<file path="src/rtl/trafgen_pkg.sv">
package trafgen_pkg;

  localparam int LEN_W   = 12;
  localparam int CNT_BITS = 31;

  // word indices (byte offset >> 2)
  localparam logic [9:0] IX_ADDR_LO = 10'h000;
  localparam logic [9:0] IX_ADDR_HI = 10'h001;
  localparam logic [9:0] IX_BURST   = 10'h002;
  localparam logic [9:0] IX_CTRL    = 10'h003;
  localparam logic [9:0] IX_PATTERN = 10'h004;
  localparam logic [9:0] IX_STATUS  = 10'h005;
  localparam logic [9:0] IX_SCR0    = 10'h006;
  localparam logic [9:0] IX_SCR1    = 10'h007;
  localparam logic [9:0] IX_TALLYC  = 10'h016;
  localparam logic [9:0] IX_WR_LO   = 10'h040;
  localparam logic [9:0] IX_WR_HI   = 10'h041;
  localparam logic [9:0] IX_RD_LO   = 10'h042;
  localparam logic [9:0] IX_RD_HI   = 10'h043;

  localparam int          BIT_START   = 0;
  localparam int          BIT_DIR     = 1;
  localparam int          BIT_PAT_INC = 16;
  localparam int          BIT_FIXADDR = 18;
  localparam int          BIT_REPEAT  = 31;
  localparam int          BIT_TALLY   = 5;
  localparam logic [31:0] CTRL_KEEP   = 32'h0005_3FFE;

  typedef struct packed {
    logic             is_write;
    logic [LEN_W-1:0] len;
    logic             pat_inc;
    logic             addr_fixed;
  } job_cfg_t;

  function automatic job_cfg_t unpack_ctrl(input logic [31:0] w);
    job_cfg_t c;
    c.is_write   = w[BIT_DIR];
    c.len        = w[LEN_W+1:2];
    c.pat_inc    = w[BIT_PAT_INC];
    c.addr_fixed = w[BIT_FIXADDR];
    return c;
  endfunction

endpackage

</file>
<file path="src/rtl/trafgen_regs.sv">
module trafgen_regs
  import trafgen_pkg::*;
#(
  parameter int AW    = 12,
  parameter int CNT_W = 64
) (
  input  logic             clk,
  input  logic             rst,
  input  logic             wr_en,
  input  logic             rd_en,
  input  logic [AW-1:0]    addr,
  input  logic [31:0]      wdata,
  output logic [31:0]      rdata,
  output logic             rvalid,
  input  logic             busy,
  input  logic             done_pulse,
  input  logic [CNT_W-1:0] wr_total,
  input  logic [CNT_W-1:0] rd_total,
  output logic             ring,
  output job_cfg_t         ring_cfg,
  output logic [63:0]      base_addr,
  output logic [31:0]      burst_word,
  output logic [31:0]      pattern,
  output logic             tally_on
);

  localparam int IXW = AW - 2;

  logic [31:0] addr_lo_q, addr_hi_q, burst_q, ctrl_q, pat_q, scr0_q, scr1_q;
  logic        done_q, tally_q;
  logic [IXW-1:0] ix;
  logic        aligned;
  logic [31:0] rd_mux;
  logic [63:0] wr64, rd64;

  assign ix      = addr[AW-1:2];
  assign aligned = (addr[1:0] == 2'b00);
  assign wr64    = 64'(wr_total);
  assign rd64    = 64'(rd_total);

  function automatic logic hit(input logic [IXW-1:0] i, input logic al,
                               input logic [9:0] target);
    return al && (i == IXW'(target));
  endfunction

  assign ring     = wr_en && hit(ix, aligned, IX_CTRL) && wdata[BIT_START];
  assign ring_cfg = unpack_ctrl(wdata);

  always_ff @(posedge clk) begin
    if (rst) begin
      addr_lo_q <= '0;
      addr_hi_q <= '0;
      burst_q   <= '0;
      ctrl_q    <= '0;
      pat_q     <= '0;
      scr0_q    <= '0;
      scr1_q    <= '0;
      tally_q   <= 1'b0;
    end else if (wr_en && aligned) begin
      if (hit(ix, aligned, IX_ADDR_LO)) addr_lo_q <= wdata;
      if (hit(ix, aligned, IX_ADDR_HI)) addr_hi_q <= wdata;
      if (hit(ix, aligned, IX_BURST))   burst_q   <= wdata;
      if (hit(ix, aligned, IX_CTRL))    ctrl_q    <= wdata & CTRL_KEEP;
      if (hit(ix, aligned, IX_PATTERN)) pat_q     <= wdata;
      if (hit(ix, aligned, IX_SCR0))    scr0_q    <= wdata;
      if (hit(ix, aligned, IX_SCR1))    scr1_q    <= wdata;
      if (hit(ix, aligned, IX_TALLYC))  tally_q   <= wdata[BIT_TALLY];
    end
  end

  // done flag: set by the sequencer, cleared by status write or accepted start
  always_ff @(posedge clk) begin
    if (rst) begin
      done_q <= 1'b0;
    end else if (done_pulse) begin
      done_q <= 1'b1;
    end else if ((ring && !busy) ||
                 (wr_en && hit(ix, aligned, IX_STATUS) && !wdata[0])) begin
      done_q <= 1'b0;
    end
  end

  always_comb begin
    rd_mux = '0;
    if (aligned) begin
      unique case (ix)
        IXW'(IX_ADDR_LO): rd_mux = addr_lo_q;
        IXW'(IX_ADDR_HI): rd_mux = addr_hi_q;
        IXW'(IX_BURST):   rd_mux = burst_q;
        IXW'(IX_CTRL):    rd_mux = ctrl_q;
        IXW'(IX_PATTERN): rd_mux = pat_q;
        IXW'(IX_STATUS):  rd_mux = {31'd0, done_q};
        IXW'(IX_SCR0):    rd_mux = scr0_q;
        IXW'(IX_SCR1):    rd_mux = scr1_q;
        IXW'(IX_TALLYC):  rd_mux = 32'(tally_q) << BIT_TALLY;
        IXW'(IX_WR_LO):   rd_mux = wr64[31:0];
        IXW'(IX_WR_HI):   rd_mux = wr64[63:32];
        IXW'(IX_RD_LO):   rd_mux = rd64[31:0];
        IXW'(IX_RD_HI):   rd_mux = rd64[63:32];
        default:          rd_mux = '0;
      endcase
    end
  end

  always_ff @(posedge clk) begin
    if (rst) begin
      rdata  <= '0;
      rvalid <= 1'b0;
    end else begin
      rvalid <= rd_en;
      if (rd_en) rdata <= rd_mux;
    end
  end

  assign base_addr  = {addr_hi_q, addr_lo_q};
  assign burst_word = burst_q;
  assign pattern    = pat_q;
  assign tally_on   = tally_q;

endmodule

</file>
<file path="src/rtl/trafgen_seq.sv">
module trafgen_seq
  import trafgen_pkg::*;
#(
  parameter int ADDR_W = 64,
  parameter int DATA_W = 32
) (
  input  logic              clk,
  input  logic              rst,
  input  logic              ring,
  input  job_cfg_t          ring_cfg,
  input  logic [ADDR_W-1:0] base_addr,
  input  logic [31:0]       burst_word,
  input  logic [DATA_W-1:0] pattern,
  input  logic              req_ready,
  output logic              req_valid,
  output logic              req_is_write,
  output logic [ADDR_W-1:0] req_addr,
  output logic [LEN_W-1:0]  req_len_dw,
  output logic [DATA_W-1:0] req_data,
  output logic              busy,
  output logic              done_pulse
);

  typedef enum logic {S_IDLE, S_RUN} seq_state_t;

  seq_state_t          state;
  logic [CNT_BITS-1:0] remaining;
  logic                inc_q, fix_q;
  logic [CNT_BITS-1:0] count_field;
  logic                repeat_on;

  assign count_field = burst_word[CNT_BITS-1:0];
  assign repeat_on   = burst_word[BIT_REPEAT];

  function automatic logic [CNT_BITS-1:0] reload(input logic [CNT_BITS-1:0] c);
    return (c == '0) ? CNT_BITS'(1) : c;
  endfunction

  always_ff @(posedge clk) begin
    if (rst) begin
      state        <= S_IDLE;
      remaining    <= '0;
      req_addr     <= '0;
      req_data     <= '0;
      req_len_dw   <= '0;
      req_is_write <= 1'b0;
      inc_q        <= 1'b0;
      fix_q        <= 1'b0;
      done_pulse   <= 1'b0;
    end else begin
      done_pulse <= 1'b0;
      unique case (state)
        S_IDLE: begin
          if (ring) begin
            req_addr     <= base_addr;
            req_data     <= pattern;
            req_len_dw   <= ring_cfg.len;
            req_is_write <= ring_cfg.is_write;
            inc_q        <= ring_cfg.pat_inc;
            fix_q        <= ring_cfg.addr_fixed;
            if (!repeat_on && count_field == '0) begin
              done_pulse <= 1'b1;
            end else begin
              state     <= S_RUN;
              remaining <= reload(count_field);
            end
          end
        end
        S_RUN: begin
          if (req_ready) begin
            if (!fix_q) req_addr <= req_addr + (ADDR_W'(req_len_dw) << 2);
            if (inc_q)  req_data <= req_data + DATA_W'(req_len_dw);
            if (remaining == CNT_BITS'(1)) begin
              if (repeat_on) begin
                remaining <= reload(count_field);
              end else begin
                state      <= S_IDLE;
                done_pulse <= 1'b1;
              end
            end else begin
              remaining <= remaining - CNT_BITS'(1);
            end
          end
        end
        default: state <= S_IDLE;
      endcase
    end
  end

  assign req_valid = (state == S_RUN);
  assign busy      = (state == S_RUN);

endmodule

</file>
<file path="src/rtl/trafgen_tally.sv">
module trafgen_tally #(
  parameter int CNT_W = 64,
  parameter int AMT_W = 12
) (
  input  logic             clk,
  input  logic             rst,
  input  logic             enable,
  input  logic             bump,
  input  logic [AMT_W-1:0] amount,
  output logic [CNT_W-1:0] total
);

  always_ff @(posedge clk) begin
    if (rst) begin
      total <= '0;
    end else if (enable && bump) begin
      total <= total + CNT_W'(amount);
    end
  end

endmodule

</file>
<file path="src/rtl/trafgen_engine.sv">
module trafgen_engine
  import trafgen_pkg::*;
#(
  parameter int AW     = 12,
  parameter int ADDR_W = 64,
  parameter int DATA_W = 32,
  parameter int CNT_W  = 64
) (
  input  logic              clk,
  input  logic              rst,
  input  logic              reg_wr_en,
  input  logic              reg_rd_en,
  input  logic [AW-1:0]     reg_addr,
  input  logic [31:0]       reg_wdata,
  output logic [31:0]       reg_rdata,
  output logic              reg_rvalid,
  output logic              req_valid,
  input  logic              req_ready,
  output logic              req_is_write,
  output logic [ADDR_W-1:0] req_addr,
  output logic [LEN_W-1:0]  req_len_dw,
  output logic [DATA_W-1:0] req_data
);

  localparam int NDIR = 2;  // index 0 = write, 1 = read

  logic        db_ring, busy, done_pulse, tally_on, fire;
  job_cfg_t    ring_cfg;
  logic [63:0] base_addr;
  logic [31:0] burst_word, pattern;
  logic [CNT_W-1:0] totals [NDIR];
  logic [CNT_W-1:0] wr_total, rd_total;

  trafgen_regs #(.AW(AW), .CNT_W(CNT_W)) u_regs (
    .clk(clk), .rst(rst),
    .wr_en(reg_wr_en), .rd_en(reg_rd_en), .addr(reg_addr), .wdata(reg_wdata),
    .rdata(reg_rdata), .rvalid(reg_rvalid),
    .busy(busy), .done_pulse(done_pulse),
    .wr_total(wr_total), .rd_total(rd_total),
    .ring(db_ring), .ring_cfg(ring_cfg), .base_addr(base_addr),
    .burst_word(burst_word), .pattern(pattern), .tally_on(tally_on)
  );

  trafgen_seq #(.ADDR_W(ADDR_W), .DATA_W(DATA_W)) u_seq (
    .clk(clk), .rst(rst),
    .ring(db_ring), .ring_cfg(ring_cfg),
    .base_addr(ADDR_W'(base_addr)), .burst_word(burst_word),
    .pattern(DATA_W'(pattern)), .req_ready(req_ready),
    .req_valid(req_valid), .req_is_write(req_is_write), .req_addr(req_addr),
    .req_len_dw(req_len_dw), .req_data(req_data),
    .busy(busy), .done_pulse(done_pulse)
  );

  assign fire = req_valid && req_ready;

  for (genvar d = 0; d < NDIR; d++) begin : g_tally
    trafgen_tally #(.CNT_W(CNT_W), .AMT_W(LEN_W)) u_tally (
      .clk(clk), .rst(rst),
      .enable(tally_on),
      .bump(fire && (req_is_write == (d == 0))),
      .amount(req_len_dw),
      .total(totals[d])
    );
  end

  assign wr_total = totals[0];
  assign rd_total = totals[1];

endmodule

</file>
<file path="config.mk">
export PLATFORM = sky130hd
export DESIGN_NAME = trafgen_engine
export DESIGN_NICKNAME = d
export VERILOG_FILES = /design/src/rtl/trafgen_pkg.sv /design/src/rtl/trafgen_regs.sv /design/src/rtl/trafgen_seq.sv /design/src/rtl/trafgen_tally.sv /design/src/rtl/trafgen_engine.sv
export SDC_FILE = /design/constraint.sdc
export NUM_CORES = 1
export LEC_CHECK = 0
export ABC_CLOCK_PERIOD_IN_PS = 3800
export BUFFER_PORTS_ARGS = -buffer_cell sky130_fd_sc_hd__buf_2
export CORE_UTILIZATION = 45
export DETAILED_ROUTE_END_ITERATION = 7
export PLACE_DENSITY = 0.71
export SYNTH_ARGS = -nofsm -noshare
export SYNTH_HDL_FRONTEND = slang
export SYNTH_HIERARCHICAL = 1
export SYNTH_SLANG_ARGS = --single-unit
</file>
<file path="constraint.sdc">
create_clock -name clk -period 3.8 [get_ports clk]
set_input_delay 0.19 -clock clk [delete_from_list [all_inputs] [get_ports clk]]
set_output_delay 0.19 -clock clk [all_outputs]
set_load 0.05 [all_outputs]
</file>
* Yosys cells after proc, flatten, opt, wreduce, memory -nomap -nowiden
Cells that the tools add are included.
** Storage, ports and cells
- Register bits :: 514
- Latch bits :: 0
- Memory bits (writable) :: 0
- Memory bits (read-only) :: 0
- Input bits :: 49
- Output and inout port bits :: 143
- Logic and storage cells :: 120
- Memories kept :: 0
** Operators by class
- Add/subtract/negate cells :: 5
- Multiply operators :: 0
- Divide/modulo/power cells :: 0
- Order comparisons :: 0
- Eq/ne operators :: 19
- Shifts and indexed selects :: 0
- Multiplexer cells :: 31
- Bitwise operators :: 2
- Reduce and logical (&&, ||, !) cells :: 41
** Operator list (count)
- 32-bit case mux with 13 select lines :: 1
- 64-bit two-way mux :: 3
- 31-bit two-way mux :: 6
- 64-bit by 12-bit adder with 64-bit output :: 2
- 32-bit two-way mux :: 4
- 64-bit case mux with 2 select lines :: 1
- 64-bit by 14-bit adder with 64-bit output :: 1
- 32-bit case mux with 2 select lines :: 1
- 31-bit case mux with 2 select lines :: 1
- 10-bit by 3-bit == test with 1-bit output (second input constant) :: 4
- 10-bit by 7-bit == test with 1-bit output (second input constant) :: 4
- 32-bit by 12-bit adder with 32-bit output :: 1
- 31-bit by 1-bit == test with 1-bit output (second input constant) :: 1
- 31-bit logical NOT :: 1
- 31-bit by 1-bit subtractor with 31-bit output (second input constant) :: 1
- 1-bit logical AND :: 21
- 10-bit by 2-bit == test with 1-bit output (second input constant) :: 2
- 2-bit AND reduction :: 9
- 1-bit two-way mux :: 12
- 10-bit by 1-bit == test with 1-bit output (second input constant) :: 1
- 10-bit by 5-bit == test with 1-bit output (second input constant) :: 1
- 10-bit logical NOT :: 1
- 2-bit != test (second input constant) :: 5
- 3-bit AND reduction :: 2
- other kinds (8) :: 12

* Depth between registers and ports, before layout
- Depth in word-level cells :: 8
- Depth in mapped cells :: 15
- Mapped depth without buffers :: 10

* Hierarchy
Netlist, hierarchy kept.
** Modules (own cells, without submodules)
- trafgen_regs :: instances 1, cells each 1495, area each 11726.2 um2, sequential area each 4844.6 um2
- trafgen_seq :: instances 1, cells each 1263, area each 9411.5 um2, sequential area each 2882.8 um2
- trafgen_tally (g_tally[0].u_tally) :: instances 1, cells each 453, area each 3679.8 um2, sequential area each 1281.2 um2
- trafgen_tally (g_tally[1].u_tally) :: instances 1, cells each 451, area each 3667.3 um2, sequential area each 1281.2 um2
- trafgen_engine :: instances 1, cells each 2, area each 16.3 um2, sequential area each 0.0 um2

* Worst setup path after synthesis
Ideal clock, no wire load.
- Path kind :: register to register
- From :: register u_seq.req_len_dw[1]
- To :: register g_tally[1].u_tally.total[58]
- Setup time :: 0.121 ns
- Arrival :: 3.031 ns
- Data required time :: 3.679 ns
- Setup slack :: 0.649 ns
- Stages on the path, launching flop included :: 9
- Buffers on the path :: 0
- Period minus slack after synthesis :: 3.151 ns
- Cells stage by stage :: dfxtp_1 > inv_1 > fa_1 > nor2b_1 > o2111ai_1 > a21oi_1 > o2111ai_1 > nor4b_1 > mux2_2
** On the way
- Cells in the longest elaborated chain, start to end :: 1
** RTL lines
- start, declared :: line trafgen_seq.sv:18 : output logic [LEN_W-1:0] req_len_dw,
- start signal, assigned :: line trafgen_seq.sv:57 : req_len_dw <= ring_cfg.len;
- 64-bit by 12-bit adder with 64-bit output :: line trafgen_tally.sv:17 : total <= total + CNT_W'(amount);
- end signal, assigned :: line trafgen_tally.sv:17
- end, declared :: line trafgen_tally.sv:10 : output logic [CNT_W-1:0] total
No other way between the ends.
A chain may end at the register's enable or synchronous reset.

* Worst setup path in the final report
- From :: register u_seq.req_len_dw[0]
- To :: register g_tally[1].u_tally.total[58]
Same word-level chain as after synthesis.

==> results.md <==
- Pre-Repair DR Iteration Count: 7
- Remaining global-route overflow: 0
- DRT met1 WL: ~45000 um
- Clock Skew: 0.0380 ns
- Insertion delay to the later sink of the worst-skew pair: 0.66 ns
- Max Cap Viol: 0
- Syn Area/Cell: 7.78 sq um
- Final min period: between 3 and 4 ns
- Gate Count Post-Synth: 3664
- Sequential power share: 45.0%
- Hold_buf cts: 33
- DRT antenna net count: 0
- Switching Power: between 2 and 3 mW
- Combinational share of power: 3.7%
- Post-synth EDFFs: 0
- Post-DP HPWL: 83500 um
- Unrepaired setup endpoints after global routing: false
- HP Class: input port to register
- Fin util: 52.4%
- Post-CTS Setup Bufs: 0
- Root Buffer: clkbuf_16
- Ys async rst share: 0%
- Critical path class: register to register
- Critical path arrival: roughly 4.0 ns
- CP max FO: 9
- Setup crit end kind: register
- Vias: 30596
- Die Y: 254 um
- Most used DFF post-synth: dfxtp_1
- Most frequent cells in the layout: 706 x nand2_1, 513 x dfxtp_1, 467 x a21oi_1, 220 x nor2_1, 190 x buf_2
- Fraction of layout cells with a size suffix above 1: 13.4%
- GRT Resource Usage Total: 35.3%
- Clk buf depth: 3
- Seq/Total Area, Yosys: 36.1%
- Yosys warnings: 6
- Internal Power: a little over 9 mW
- Clock share of power: 51.3%
- Setup violations, final: 0
- DR WL met3: ~16000 um
- Post-Syn Area: about 29000 sq um
- Die area: 64300 sq um
- Largest net degree at the start of global routing: ~110
- First-pass GRT wire length: 173000 um
- CTS Buf Count: 57
- Fin crit share: between 90% and 100%
- VDD IR max: 0.413 mV
- DRC errors left: 0
- TNS Setup: 0 ns
- Power Density: 367 nW/um^2
- # H-tree levels: 2
- Top Metal Used: met5
- CORE AREA: 62200 sq um
- Post-synthesis cell type count: 111
- 1st-iter DRT viols: 4636
- Sw frac: between 20% and 30%
- Commonest non-fill, non-tap cell in the layout: nand2_1
- Worst-Margin Slew: 1.43 ns
- Max-slew headroom: approximately 4.4%
- Via/cell ratio: around 6.5
- Status: finished, final reports clean
- Crit path required time: about 4.3 ns
- Site row count: 91
- Final Hold Fails: 0
- Max Freq: 0.288 GHz
- P_leak: 11.2 nW
- Port Buffers: 191
- WL met2: approximately 50000 um
- Net Count, Synth: 3767
- CTS tree: done
- Nets@finish: 3897
- Seq cells post-synth: 514
- Clk slew on worst S/H paths: 0.07 ns
- Gpl congestion: 1.04
- Initial core utilization: 45.8%
- PostCTS Resize Cnt: 0
- Die width: between 200 and 300 um
- Antenna violations before repair: 8
- Vias in the first global route: ~27000
- Slew Limit Fails: 0
- Layout area overhead: 14.4%
- Aggregate routed wire length: 117000 um
- Post-DR wirelength/cell: 25.0 um
- Worst Setup Start Kind: register
- # IOs: 192
- Clock Sinks: 514
-- final cells by class --
cell class / count / area [sq um]
multi-input cells: 2855 / 16900
fillers: 5994 / 29600
inverters: 46 / 173
repair buffers: 320 / 2090
flip-flops and latches: 514 / 10300
diodes: 5 / 12.5
well taps: 837 / 1050
clock buffers: 82 / 1650
clock inverters: 26 / 400
-- metal layers --
layer | GRT usage, % | vias to the layer above
met1 | 46.6 | 14383
met3 | 9.29 | 398
li1 | - | 13668
met2 | 53.2 | 2143
met5 | 0 | -
met4 | 16.9 | 4
-- worst max-delay path: stages (launching register included) --
cell and delay, ns:
dfxtp_1 0.35, ha_1 0.22, inv_1 0.07, fa_1 0.37
nor2b_1 0.23, o2111ai_1 0.25, a21oi_1 0.62, o2111ai_1 0.45
nor4b_1 0.41, mux2_2 0.37
-- flip-flops by register name (all words and copies together), names as in the netlist, 12 cells and up --
name,cells
u_regs/addr_lo_q,32
u_regs/addr_hi_q,32
u_regs/burst_word,32
u_seq/remaining,31
u_regs/ctrl_q,15
u_seq/req_data,32
g_tally.u_tally/total,128
u_regs/scr1_q,32
u_seq/req_addr,64
u_regs/scr0_q,32
u_seq/req_len_dw,12
u_regs/pattern,32
u_regs/rdata,32
-- power by group through the flow --
stage	Combinational [mW]	Clock [mW]	Sequential, mW
2_1_floorplan	0.205	0	5.51
3_3_place_gp	0.391	0	5.51
3_5_place_dp	0.390	0	5.51
4_1_cts	0.418	6.16	5.39
5_1_grt	0.441	6.38	5.38
6_report	0.439	6.13	5.39
-- through the flow --
| step | power [mW] | hold WS (ns) | area (sq um) | setup slack (ns) | cells |
|---|---|---|---|---|---|
| 2_1_floorplan | 5.72 | 0.326 | 28500 | 0.649 | 3664 |
| 3_3_place_gp | 5.90 | 0.435 | 30200 | 0.511 | 4539 |
| 3_5_place_dp | 5.90 | 0.441 | 30200 | 0.449 | 4539 |
| 4_1_cts | 12.0 | 0.0420 | 32600 | 0.408 | 4680 |
| 5_1_grt | 12.2 | 0.0943 | 32600 | 0.174 | 4682 |
| 6_report | 12.0 | 0.0959 | 32600 | 0.327 | 4685 |
-- Yosys cell counts (all sizes together), types with 7 or more instances --
| library cell | count | share of area [%] |
|---|---|---|
| a2111oi | 9 | 0.41 |
| a211oi | 71 | 1.9 |
| a21o | 29 | 0.76 |
| a21oi | 468 | 8.2 |
| a221oi | 19 | 0.63 |
| a22o | 16 | 0.49 |
| a22oi | 44 | 1.2 |
| a311oi | 19 | 0.58 |
| a31oi | 28 | 0.61 |
| a32oi | 8 | 0.25 |
| and2 | 17 | 0.37 |
| and3 | 52 | 1.2 |
| and4 | 12 | 0.37 |
| buf | 84 | 1.9 |
| clkbuf | 164 | 2.2 |
| dfxtp | 514 | 36 |
| ha | 50 | 2.2 |
| inv | 46 | 0.61 |
| mux2 | 23 | 0.91 |
| mux2i | 61 | 2.1 |
| mux4 | 11 | 0.87 |
| nand2 | 708 | 9.3 |
| nand2b | 12 | 0.26 |
| nand3 | 120 | 2.1 |
| nand3b | 9 | 0.24 |
| nand4 | 58 | 1.4 |
| nor2 | 230 | 3.2 |
| nor2b | 35 | 0.77 |
| nor3 | 88 | 1.8 |
| nor3b | 8 | 0.21 |
| nor4 | 51 | 1.5 |
| nor4b | 7 | 0.33 |
| o2111ai | 22 | 0.70 |
| o211ai | 23 | 0.62 |
| o21a | 22 | 0.58 |
| o21ai | 180 | 3.2 |
| o22ai | 25 | 0.55 |
| o31a | 15 | 0.47 |
| o31ai | 45 | 1.2 |
| o41ai | 10 | 0.31 |
| or2 | 16 | 0.35 |
| or3 | 43 | 1.0 |
| or4 | 43 | 1.2 |
| xnor2 | 34 | 1.0 |
| xor2 | 34 | 1.0 |
-- logic make-up (layout without fill, tap and decap cells) --
family,Yosys count,after routing,synth area share [%]
flops,514,514,36.1
simple gates,1520,1520,26.0
compound gates,1118,1118,24.7
fa+ha+maj,54,54,2.48
xor+xnor,68,68,2.09
mux,95,95,3.92
other cells,0,5,0
buf+inv,295,474,4.73
-- path summary, 6_finish.rpt --
kind	cells past startpoint	slack, ns	start	to
max	9	0.33	u_seq/req_len_dw[0]$_SDFFE_PP0P_	g_tally[1].u_tally/total[58]$_SDFFE_PP0P_
min	4	0.1	req_ready	u_seq/busy$_SDFF_PP0_
max reg2reg	9	0.33	u_seq/req_len_dw[0]$_SDFFE_PP0P_	g_tally[1].u_tally/total[58]$_SDFFE_PP0P_
min reg2reg	2	0.45	u_regs/scr0_q[14]$_SDFFE_PP0P_	u_regs/scr0_q[14]$_SDFFE_PP0P_
Power figures use the tool's default switching activity.
